--- src/rtl/b2q_pkg.sv ---
`timescale 1ns/1ps
package b2q_pkg;

    localparam int BYTE_W = 8;

    // Position inside one command period of the beat clock
    typedef enum logic {
        SLOT_CMD  = 1'b0,
        SLOT_TAIL = 1'b1
    } slot_e;

    function automatic int lane_count(input int width);
        return width / BYTE_W;
    endfunction

endpackage

--- src/rtl/b2q_slot_gen.sv ---
`timescale 1ns/1ps
module b2q_slot_gen
    import b2q_pkg::*;
(
    input  logic  clk,
    input  logic  rst,
    output slot_e slot
);

    always_ff @(posedge clk) begin
        if (rst) slot <= SLOT_CMD;
        else     slot <= (slot == SLOT_CMD) ? SLOT_TAIL : SLOT_CMD;
    end

    AST_SLOT_ALTERNATES: assert property (@(posedge clk) disable iff (rst)
        (slot == SLOT_CMD) |=> (slot == SLOT_TAIL));

endmodule

--- src/rtl/b2q_wr_gather.sv ---
`timescale 1ns/1ps
module b2q_wr_gather
    import b2q_pkg::*;
#(
    parameter int DATA_W = 16,
    parameter int ADDR_W = 4,
    localparam int WORD_W = 2 * DATA_W,
    localparam int BE_W   = lane_count(DATA_W)
) (
    input  logic                clk,
    input  logic                rst,
    input  slot_e               slot,
    input  logic                wr_req,
    input  logic [ADDR_W-1:0]   wr_addr,
    input  logic [DATA_W-1:0]   wr_data,
    input  logic [BE_W-1:0]     wr_be,
    output logic                commit_en,
    output logic [ADDR_W-1:0]   commit_addr,
    output logic [WORD_W-1:0]   commit_data,
    output logic [2*BE_W-1:0]   commit_be
);

    logic              pend_v;
    logic [ADDR_W-1:0] pend_addr;
    logic [DATA_W-1:0] lo_data;
    logic [BE_W-1:0]   lo_be;

    // First beat travels with the command
    always_ff @(posedge clk) begin
        if (rst) begin
            pend_v    <= 1'b0;
            pend_addr <= '0;
            lo_data   <= '0;
            lo_be     <= '0;
        end else if (slot == SLOT_CMD) begin
            pend_v    <= wr_req;
            pend_addr <= wr_addr;
            lo_data   <= wr_data;
            lo_be     <= wr_be;
        end
    end

    // Second beat is joined live in the tail slot
    always_comb begin
        commit_en   = pend_v && (slot == SLOT_TAIL) && !rst;
        commit_addr = pend_addr;
        commit_data = {wr_data, lo_data};
        commit_be   = {wr_be, lo_be};
    end

    AST_WRITE_COMMITS: assert property (@(posedge clk) disable iff (rst)
        (wr_req && slot == SLOT_CMD) |=> commit_en);

endmodule

--- src/rtl/b2q_array.sv ---
`timescale 1ns/1ps
module b2q_array
    import b2q_pkg::*;
#(
    parameter int WORD_W = 32,
    parameter int ADDR_W = 4,
    localparam int LANES = lane_count(WORD_W),
    localparam int DEPTH = 1 << ADDR_W
) (
    input  logic              clk,
    input  logic              we,
    input  logic [ADDR_W-1:0] waddr,
    input  logic [WORD_W-1:0] wdata,
    input  logic [LANES-1:0]  wbe,
    input  logic              re,
    input  logic [ADDR_W-1:0] raddr,
    output logic [WORD_W-1:0] rdata
);

    for (genvar g = 0; g < LANES; g++) begin : g_lane
        logic [BYTE_W-1:0] cells [DEPTH];
        logic [BYTE_W-1:0] q_r;

        always_ff @(posedge clk) begin
            if (we && wbe[g]) cells[waddr] <= wdata[g*BYTE_W +: BYTE_W];
            if (re)           q_r          <= cells[raddr];
        end

        assign rdata[g*BYTE_W +: BYTE_W] = q_r;
    end

endmodule

--- src/rtl/b2q_rd_path.sv ---
`timescale 1ns/1ps
module b2q_rd_path
    import b2q_pkg::*;
#(
    parameter int DATA_W = 16,
    parameter int ADDR_W = 4,
    localparam int WORD_W = 2 * DATA_W
) (
    input  logic              clk,
    input  logic              rst,
    input  slot_e             slot,
    input  logic              rd_req,
    input  logic [ADDR_W-1:0] rd_addr,
    output logic              arr_re,
    output logic [ADDR_W-1:0] arr_raddr,
    input  logic [WORD_W-1:0] arr_rdata,
    output logic [DATA_W-1:0] rd_data,
    output logic              rd_valid
);

    logic              a_v;
    logic [ADDR_W-1:0] a_addr;
    logic              b_v;
    logic              h_v;
    logic [DATA_W-1:0] hi_q;

    // Array fetch one command period after acceptance
    assign arr_re    = a_v && (slot == SLOT_CMD) && !rst;
    assign arr_raddr = a_addr;

    always_ff @(posedge clk) begin
        if (rst) begin
            a_v      <= 1'b0;
            a_addr   <= '0;
            b_v      <= 1'b0;
            h_v      <= 1'b0;
            hi_q     <= '0;
            rd_data  <= '0;
            rd_valid <= 1'b0;
        end else if (slot == SLOT_CMD) begin
            a_v      <= rd_req;
            a_addr   <= rd_addr;
            b_v      <= a_v;
            h_v      <= b_v;
            hi_q     <= arr_rdata[WORD_W-1:DATA_W];
            rd_data  <= b_v ? arr_rdata[DATA_W-1:0] : '0;
            rd_valid <= b_v;
        end else begin
            rd_data  <= h_v ? hi_q : '0;
            rd_valid <= h_v;
        end
    end

    AST_READ_LATENCY: assert property (@(posedge clk) disable iff (rst)
        (a_v && slot == SLOT_TAIL) |-> ##4 rd_valid);
    AST_BURST_TWO_BEATS: assert property (@(posedge clk) disable iff (rst)
        (rd_valid && slot == SLOT_TAIL) |=> rd_valid);
    AST_BURST_START_SLOT: assert property (@(posedge clk) disable iff (rst)
        $rose(rd_valid) |-> (slot == SLOT_TAIL));
    AST_IDLE_ZERO: assert property (@(posedge clk) disable iff (rst)
        !rd_valid |-> (rd_data == '0));

endmodule

--- src/rtl/b2q_sram.sv ---
`timescale 1ns/1ps
module b2q_sram
    import b2q_pkg::*;
#(
    parameter int DATA_W = 16,
    parameter int ADDR_W = 4,
    localparam int WORD_W = 2 * DATA_W,
    localparam int BE_W   = lane_count(DATA_W)
) (
    input  logic              clk,
    input  logic              rst,
    input  logic              rd_req,
    input  logic [ADDR_W-1:0] rd_addr,
    input  logic              wr_req,
    input  logic [ADDR_W-1:0] wr_addr,
    input  logic [DATA_W-1:0] wr_data,
    input  logic [BE_W-1:0]   wr_be,
    output logic [DATA_W-1:0] rd_data,
    output logic              rd_valid,
    output logic              beat_phase
);

    slot_e             slot;
    logic              c_en;
    logic [ADDR_W-1:0] c_addr;
    logic [WORD_W-1:0] c_data;
    logic [2*BE_W-1:0] c_be;
    logic              r_en;
    logic [ADDR_W-1:0] r_addr;
    logic [WORD_W-1:0] r_data;

    assign beat_phase = slot;

    b2q_slot_gen u_slot (
        .clk  (clk),
        .rst  (rst),
        .slot (slot)
    );

    b2q_wr_gather #(.DATA_W(DATA_W), .ADDR_W(ADDR_W)) u_wr (
        .clk         (clk),
        .rst         (rst),
        .slot        (slot),
        .wr_req      (wr_req),
        .wr_addr     (wr_addr),
        .wr_data     (wr_data),
        .wr_be       (wr_be),
        .commit_en   (c_en),
        .commit_addr (c_addr),
        .commit_data (c_data),
        .commit_be   (c_be)
    );

    b2q_array #(.WORD_W(WORD_W), .ADDR_W(ADDR_W)) u_arr (
        .clk   (clk),
        .we    (c_en),
        .waddr (c_addr),
        .wdata (c_data),
        .wbe   (c_be),
        .re    (r_en),
        .raddr (r_addr),
        .rdata (r_data)
    );

    b2q_rd_path #(.DATA_W(DATA_W), .ADDR_W(ADDR_W)) u_rd (
        .clk       (clk),
        .rst       (rst),
        .slot      (slot),
        .rd_req    (rd_req),
        .rd_addr   (rd_addr),
        .arr_re    (r_en),
        .arr_raddr (r_addr),
        .arr_rdata (r_data),
        .rd_data   (rd_data),
        .rd_valid  (rd_valid)
    );

    // Commit and fetch must never share an edge (coherence by slot separation)
    AST_NO_SAME_EDGE: assert property (@(posedge clk) disable iff (rst)
        !(c_en && r_en));

endmodule

--- config.mk ---
export PLATFORM = sky130hd
export DESIGN_NAME = b2q_sram
export DESIGN_NICKNAME = d
export VERILOG_FILES = /design/src/rtl/b2q_pkg.sv /design/src/rtl/b2q_slot_gen.sv /design/src/rtl/b2q_wr_gather.sv /design/src/rtl/b2q_array.sv /design/src/rtl/b2q_rd_path.sv /design/src/rtl/b2q_sram.sv
export SDC_FILE = /design/constraint.sdc
export NUM_CORES = 1
export LEC_CHECK = 0
export BUFFER_PORTS_ARGS = -buffer_cell sky130_fd_sc_hd__buf_2
export CAP_MARGIN = 15
export CELL_PAD_IN_SITES_DETAIL_PLACEMENT = 1
export CELL_PAD_IN_SITES_GLOBAL_PLACEMENT = 2
export CORE_ASPECT_RATIO = 1.75
export CORE_MARGIN = 5
export CORE_UTILIZATION = 38
export DETAILED_ROUTE_END_ITERATION = 12
export PLACE_DENSITY = 0.65
export SLEW_MARGIN = 20
export SYNTH_ARGS = -nofsm -noshare
export SYNTH_HDL_FRONTEND = slang
export SYNTH_SLANG_ARGS = --single-unit
--- constraint.sdc ---
create_clock -name clk -period 4.8 [get_ports clk]
set_input_delay 0.48 -clock clk [delete_from_list [all_inputs] [get_ports clk]]
set_output_delay 0.48 -clock clk [all_outputs]
set_load 0.1 [all_outputs]
## Yosys cells after proc, flatten, opt, wreduce, memory -nomap -nowiden

Memories as Yosys holds them, arrays and structs flattened. A register that Yosys moved wholly into a read port is not among the register bits.
Index checks and enable logic that the tools add are counted.

- Output and inout bits: 18
- Logic and storage cells: 37
- Bits of input ports: 30
- RAM bits: 512
- Bits in registers: 63
- Memories: 4

Memories:

| name | depth | bits a word | rd ports | clocked after Yosys merged registers in | wr ports | RTL line | text |
|---|---|---|---|---|---|---|---|
| u_arr.g_lane[0].cells | 16 | 8 | 1 | 1 | 1 | b2q_array.sv:21 | `logic [BYTE_W-1:0] cells [DEPTH];` |
| u_arr.g_lane[1].cells | 16 | 8 | 1 | 1 | 1 | b2q_array.sv:21 |  |
| u_arr.g_lane[2].cells | 16 | 8 | 1 | 1 | 1 | b2q_array.sv:21 |  |
| u_arr.g_lane[3].cells | 16 | 8 | 1 | 1 | 1 | b2q_array.sv:21 |  |

- Bitwise gates (word level): 1
- Muxes and demuxes: 12
- Reductions and logical operators: 9

Operator list:

| kind | count |
|---|---|
| $mux 16 | 3 |
| $mux 1 | 9 |
| $logic_and 1x1->1 | 8 |
| $logic_not 1->1 | 1 |
| $not 1->1 | 1 |

## Logic depth before layout (Yosys ltp)

- Depth after elaboration: 5
- Depth in mapped cells: 5
- Gate-level depth less buffers: 3

## Hierarchy

A second synthesis with hierarchy kept.

- Cell total of the unflattened synthesis: 1154
- Area, all modules: 22909.5 um^2

By module, submodules not included:

| module | cells each | area each (um^2) | seq. area each (um^2) | times used |
|---|---|---|---|---|
| b2q_array | 909 | 20419.6 | 16335.7 | 1 |
| b2q_rd_path | 149 | 1488.9 | 780.7 | 1 |
| b2q_wr_gather | 94 | 977.2 | 460.4 | 1 |
| b2q_slot_gen | 2 | 23.8 | 20.0 | 1 |

## Least setup slack after synthesis

Ideal clock, no wire load.

- Path type: register to register
- From: register u_slot.slot
- To: memory u_arr.g_lane[2].cells[0][0] (enable)
- Stages on the path, launching flop included: 5
- Clock period less this slack: 2.407 ns
- Path slack: 2.393 ns
- Path buffers: 1
- Library setup time: 0.370 ns
- Data required time: 4.430 ns
- Arrival time: 2.037 ns
- Path through: dfxtp_1 and3b_1 nand2_1 clkbuf_1 nor2_1

- Cells in the longest elaborated chain, start to end: 5

Ends and longest elaborated chain:

| what | RTL line | text |
|---|---|---|
| start, declared | b2q_slot_gen.sv:7 | `output slot_e slot` |
| start signal, assigned | b2q_slot_gen.sv:12 | `else slot <= (slot == SLOT_CMD) ? SLOT_TAIL : SLOT_CMD;` |
| $logic_and 1x1->1 (2 in series) | b2q_wr_gather.sv:45 | `commit_en = pend_v && (slot == SLOT_TAIL) && !rst;` |
| $logic_and 1x1->1 | b2q_array.sv:25 | `if (we && wbe[g]) cells[waddr] <= wdata[g*BYTE_W +: BYTE_W];` |
| $mux 1 | b2q_array.sv:25 |  |
| $mux 1 (implied by the code) | b2q_array.sv:25 |  |
| end, declared | b2q_array.sv:21 |  |

Every way passes these cells.

## Worst setup path after layout

- From: register u_wr.pend_addr[0], in the netlist u_wr.commit_addr[0]
- To: memory u_arr.g_lane[0].cells[7][0] (enable)

RTL lines:

| what | RTL line | text |
|---|---|---|
| start, declared | b2q_wr_gather.sv:24 | `logic [ADDR_W-1:0] pend_addr;` |
| start signal, assigned | b2q_wr_gather.sv:37 | `pend_addr <= wr_addr;` |
| end, declared | b2q_array.sv:21 |  |

Straight into the memory's write port.

==> results.yml <==
cts:
  cts-htree-levels: 2
  clock_path_buffers: 3
  cts-resized-gates: 0
  cts_made_buffers: 54
  clk_pin_slew_ns: 0.06
  clock_sinks: 607
  cts_root_buf: "clkbuf_16"
  cts_hold_buf: 0
  cts_tree: "yes"
  clock_latency_ns: 0.59
  postCtsSetupRepairBufs: 0
global_route:
  grt_pass1_vias: 11400
  antenna_found_initial: 1
  overflow: 0
  grt_pass1_wl_mm: 81.0
  grt_max_degree: 65
  groute.usage.overall_pct: 17.1
worst_setup_path:
  worstReg2RegEnd: "u_arr.g_lane[0].cells[7][0]"
  worstPathMaxFanout: 8
  rr_worst_depth: 3
  worstSetupEndpointType: "flop"
  timing.critical_path.from_type: "flop"
  cp.arrival_ns: 2.87
  worstSetupPathType: "flop to flop"
  r2r_setup_slack_ns: 2.15
  critical_path.startpoint: "u_wr.commit_addr[0]"
  worstReg2RegStart: "u_wr.commit_addr[0]"
  required_ns: 5.01
  endpoint: "u_arr.g_lane[0].cells[7][0]"
worst_hold_path:
  hold_path_class: "input pin to flop"
  holdCritStartpoint: "wr_req"
floorplanning:
  fp.dieW_um: 194
  dieArea_mm2: 0.0644
  start_util_pct: 38.1
  die_h_um: 332
  num_io_pins: 48
  design.core.area_mm2: 0.0591
  rows: 118
route:
  vias_per_cell: 5.24
  antenna_left: 0
  routedWlPerCell_um: 27.9
  first_iter_violations: 774
  drc: 0
  finalWirelength_mm: 55.1
  drt_pre_antenna_iters: 5
  num_vias: 10400
placement:
  port-buffer-count: 47
  gp_congestion: 0.769
  dpl_worst_slack_ns: 2.08
  hpwl_mm: 36.7
timing:
  max_clock_freq_mhz: 377
  worst_slew_pin_slew_ns: 1.03
  setup_viol: 0
  skew_ns: 0.0114
  tns_ns: 0
  relSlewSlack_pct: 31.1
  rsz0062_at_grt: "no"
  slew_violations: 0
  fin_crit_ns: 2.65
  fin_ws_ns: 2.15
  final_hold_viol_count: 0
  fin_crit_sh_pct: 55.3
cells_and_area:
  layout.nets: 1181
  drive_gt1_share_pct: 23.4
  area_growth_pct: 13.7
  diodes: 0
logic_synthesis:
  synth_top_family_by_area: "multiplexers"
  synth-simple-area-share_pct: 3.14
  syn_avg_cell_area_um2: 20.5
  synth-xor-area-share_pct: 0
  synth_cell_types: 18
  synthMuxAreaShare_pct: 14.8
  synth_edf_count: 544
  yosys_most_used_dff: "edfxtp_1"
  ys_seq_area_share_pct: 78.1
  synth_cells: 1098
  synth.largest_area_cell: "edfxtp_1"
  syn_area_mm2: 0.0225
  synth_top_area_share_pct: 72.5
  syn_nets: 1128
  synth.most_common_cell: "edfxtp_1"
  ys_warn_count: 0
  synthAdderAreaFrac_pct: 0
  synth-seq-cells: 607
  ys_top_cells_by_count: "544 x edfxtp_1, 128 x mux4_2, 114 x nor2_1"
  async_reset_ff_share_pct: 0
  synth_compound_area_share_pct: 2.75
  yosys-top-cells-area: "edfxtp_1 73%, mux4_2 13%, dfxtp_1 5.6%"
run_status:
  status: "completed"
power_and_ir_drop:
  vdd_drop_max_mv: 0.233
  power.switching_w: 0.00232
  p_int_w: 0.00891
  seq_power_share_pct: 52.5
  comb_power_share_pct: 4.5
  p_per_area_mw_per_mm2: 438
  switching_share_pct: 20.6
  leakage_nw: 8.10
  pwr-share-clk_pct: 43.0
  p_total_w: 0.0112
run:
  cap_violations: 0
worst min-delay path by stage:
stage	end	cells past startpoint
detailed placement	u_rd.rd_data[1]	1
global placement	u_rd.rd_data[5]	1
CTS	u_wr.pend_v	3
finish	u_wr.pend_v	3
floorplan	u_rd.rd_data[10]	1
global route	u_wr.pend_v	3
cells by family (layout without fill, tap and decap cells):
kind of cell	Yosys count	after routing
buffers and inverters	60	158
and+or+nand+nor	178	178
muxes	173	173
AOI/OAI and AO/OA	80	80
DFF	607	607
power groups by stage:
stage / combinational (W) / clock, W / sequential, W
floorplan: 0.000322 / 0 / 0.00597
global placement: 0.000510 / 0 / 0.00601
detailed placement: 0.000518 / 0 / 0.00601
CTS: 0.000518 / 0.00495 / 0.00590
global route: 0.000541 / 0.00518 / 0.00590
finish: 0.000503 / 0.00483 / 0.00589
through the flow:
| step | hold WS, ns | std cells | area [um2] | utilization [%] |
|---|---|---|---|---|
| 2_1_floorplan | 0.436 | 1098 | 22500 | - |
| 3_3_place_gp | 0.446 | 1875 | 23600 | 40.0 |
| 3_5_place_dp | 0.450 | 1875 | 23600 | 40.0 |
| 4_1_cts | 0.0941 | 1976 | 25600 | 43.4 |
| 5_1_grt | 0.152 | 1976 | 25600 | 43.4 |
| 6_report | 0.135 | 1976 | 25600 | 43.4 |
final cells by class:
type | count | area (um2)
multi-input combinational | 431 | 4680
clock buffer | 67 | 1450
tap | 780 | 976
fill | 5480 | 33400
clock inverter | 34 | 539
sequential | 607 | 17600
timing repair buffer | 57 | 360
registers in the layout, summed over array words and instances, names as in the netlist:
register            flops
u_arr.g_lane.cells    512
u_arr.g_lane.q_r       32
u_rd.a_v                1
u_rd.arr_raddr          4
u_rd.b_v                1
u_rd.h_v                1
u_rd.hi_q              16
u_rd.rd_data           16
u_slot.slot             1
u_wr.commit_addr        4
u_wr.lo_be              2
u_wr.lo_data           16
u_wr.pend_v             1
critical path, cell delays in order (launching register included):
cell and delay, ns:
dfxtp_1 0.48, nor2b_1 0.31, nand3_1 0.63, nor2_1 0.85
cell usage in the layout, fill, tap and decap left out:
cell,Yosys,final
or2_2,1,1
mux2i_1,45,45
nor2b_2,0,1
edfxtp_1,544,544
nand2_1,46,46
dfxtp_1,63,60
inv_8,0,1
clkbuf_16,0,55
buf_2,15,47
a22oi_1,64,64
and2_2,0,1
buf_12,0,4
nor2_1,114,113
nor2b_1,6,4
buf_4,7,6
clkbuf_8,0,3
nor2_4,0,1
nor2b_4,0,1
nand4_1,1,1
clkinv_1,0,5
and3b_1,1,1
a22o_1,16,16
clkinv_2,0,8
nand3_1,6,6
bufinv_16,0,14
clkbuf_1,28,9
inv_6,0,2
mux4_2,128,128
clkinv_4,0,1
clkinvlp_4,0,3
dfxtp_4,0,3
and2_1,3,2
per-layer routing:
| layer | up-vias | GRT usage (%) | wire length [um] | share of wire (%) |
|---|---|---|---|---|
| met2 | 205 | 32.0 | 30800 | 56 |
| met1 | 5492 | 20.0 | 20800 | 38 |
| met4 | 2 | 6.30 | 1970 | 3.6 |
| li1 | 4568 | - | - | - |
| met5 | - | 0 | 20 | 0.036 |
| met3 | 85 | 2.03 | 1500 | 2.7 |
(Power assumes the default switching activity.)
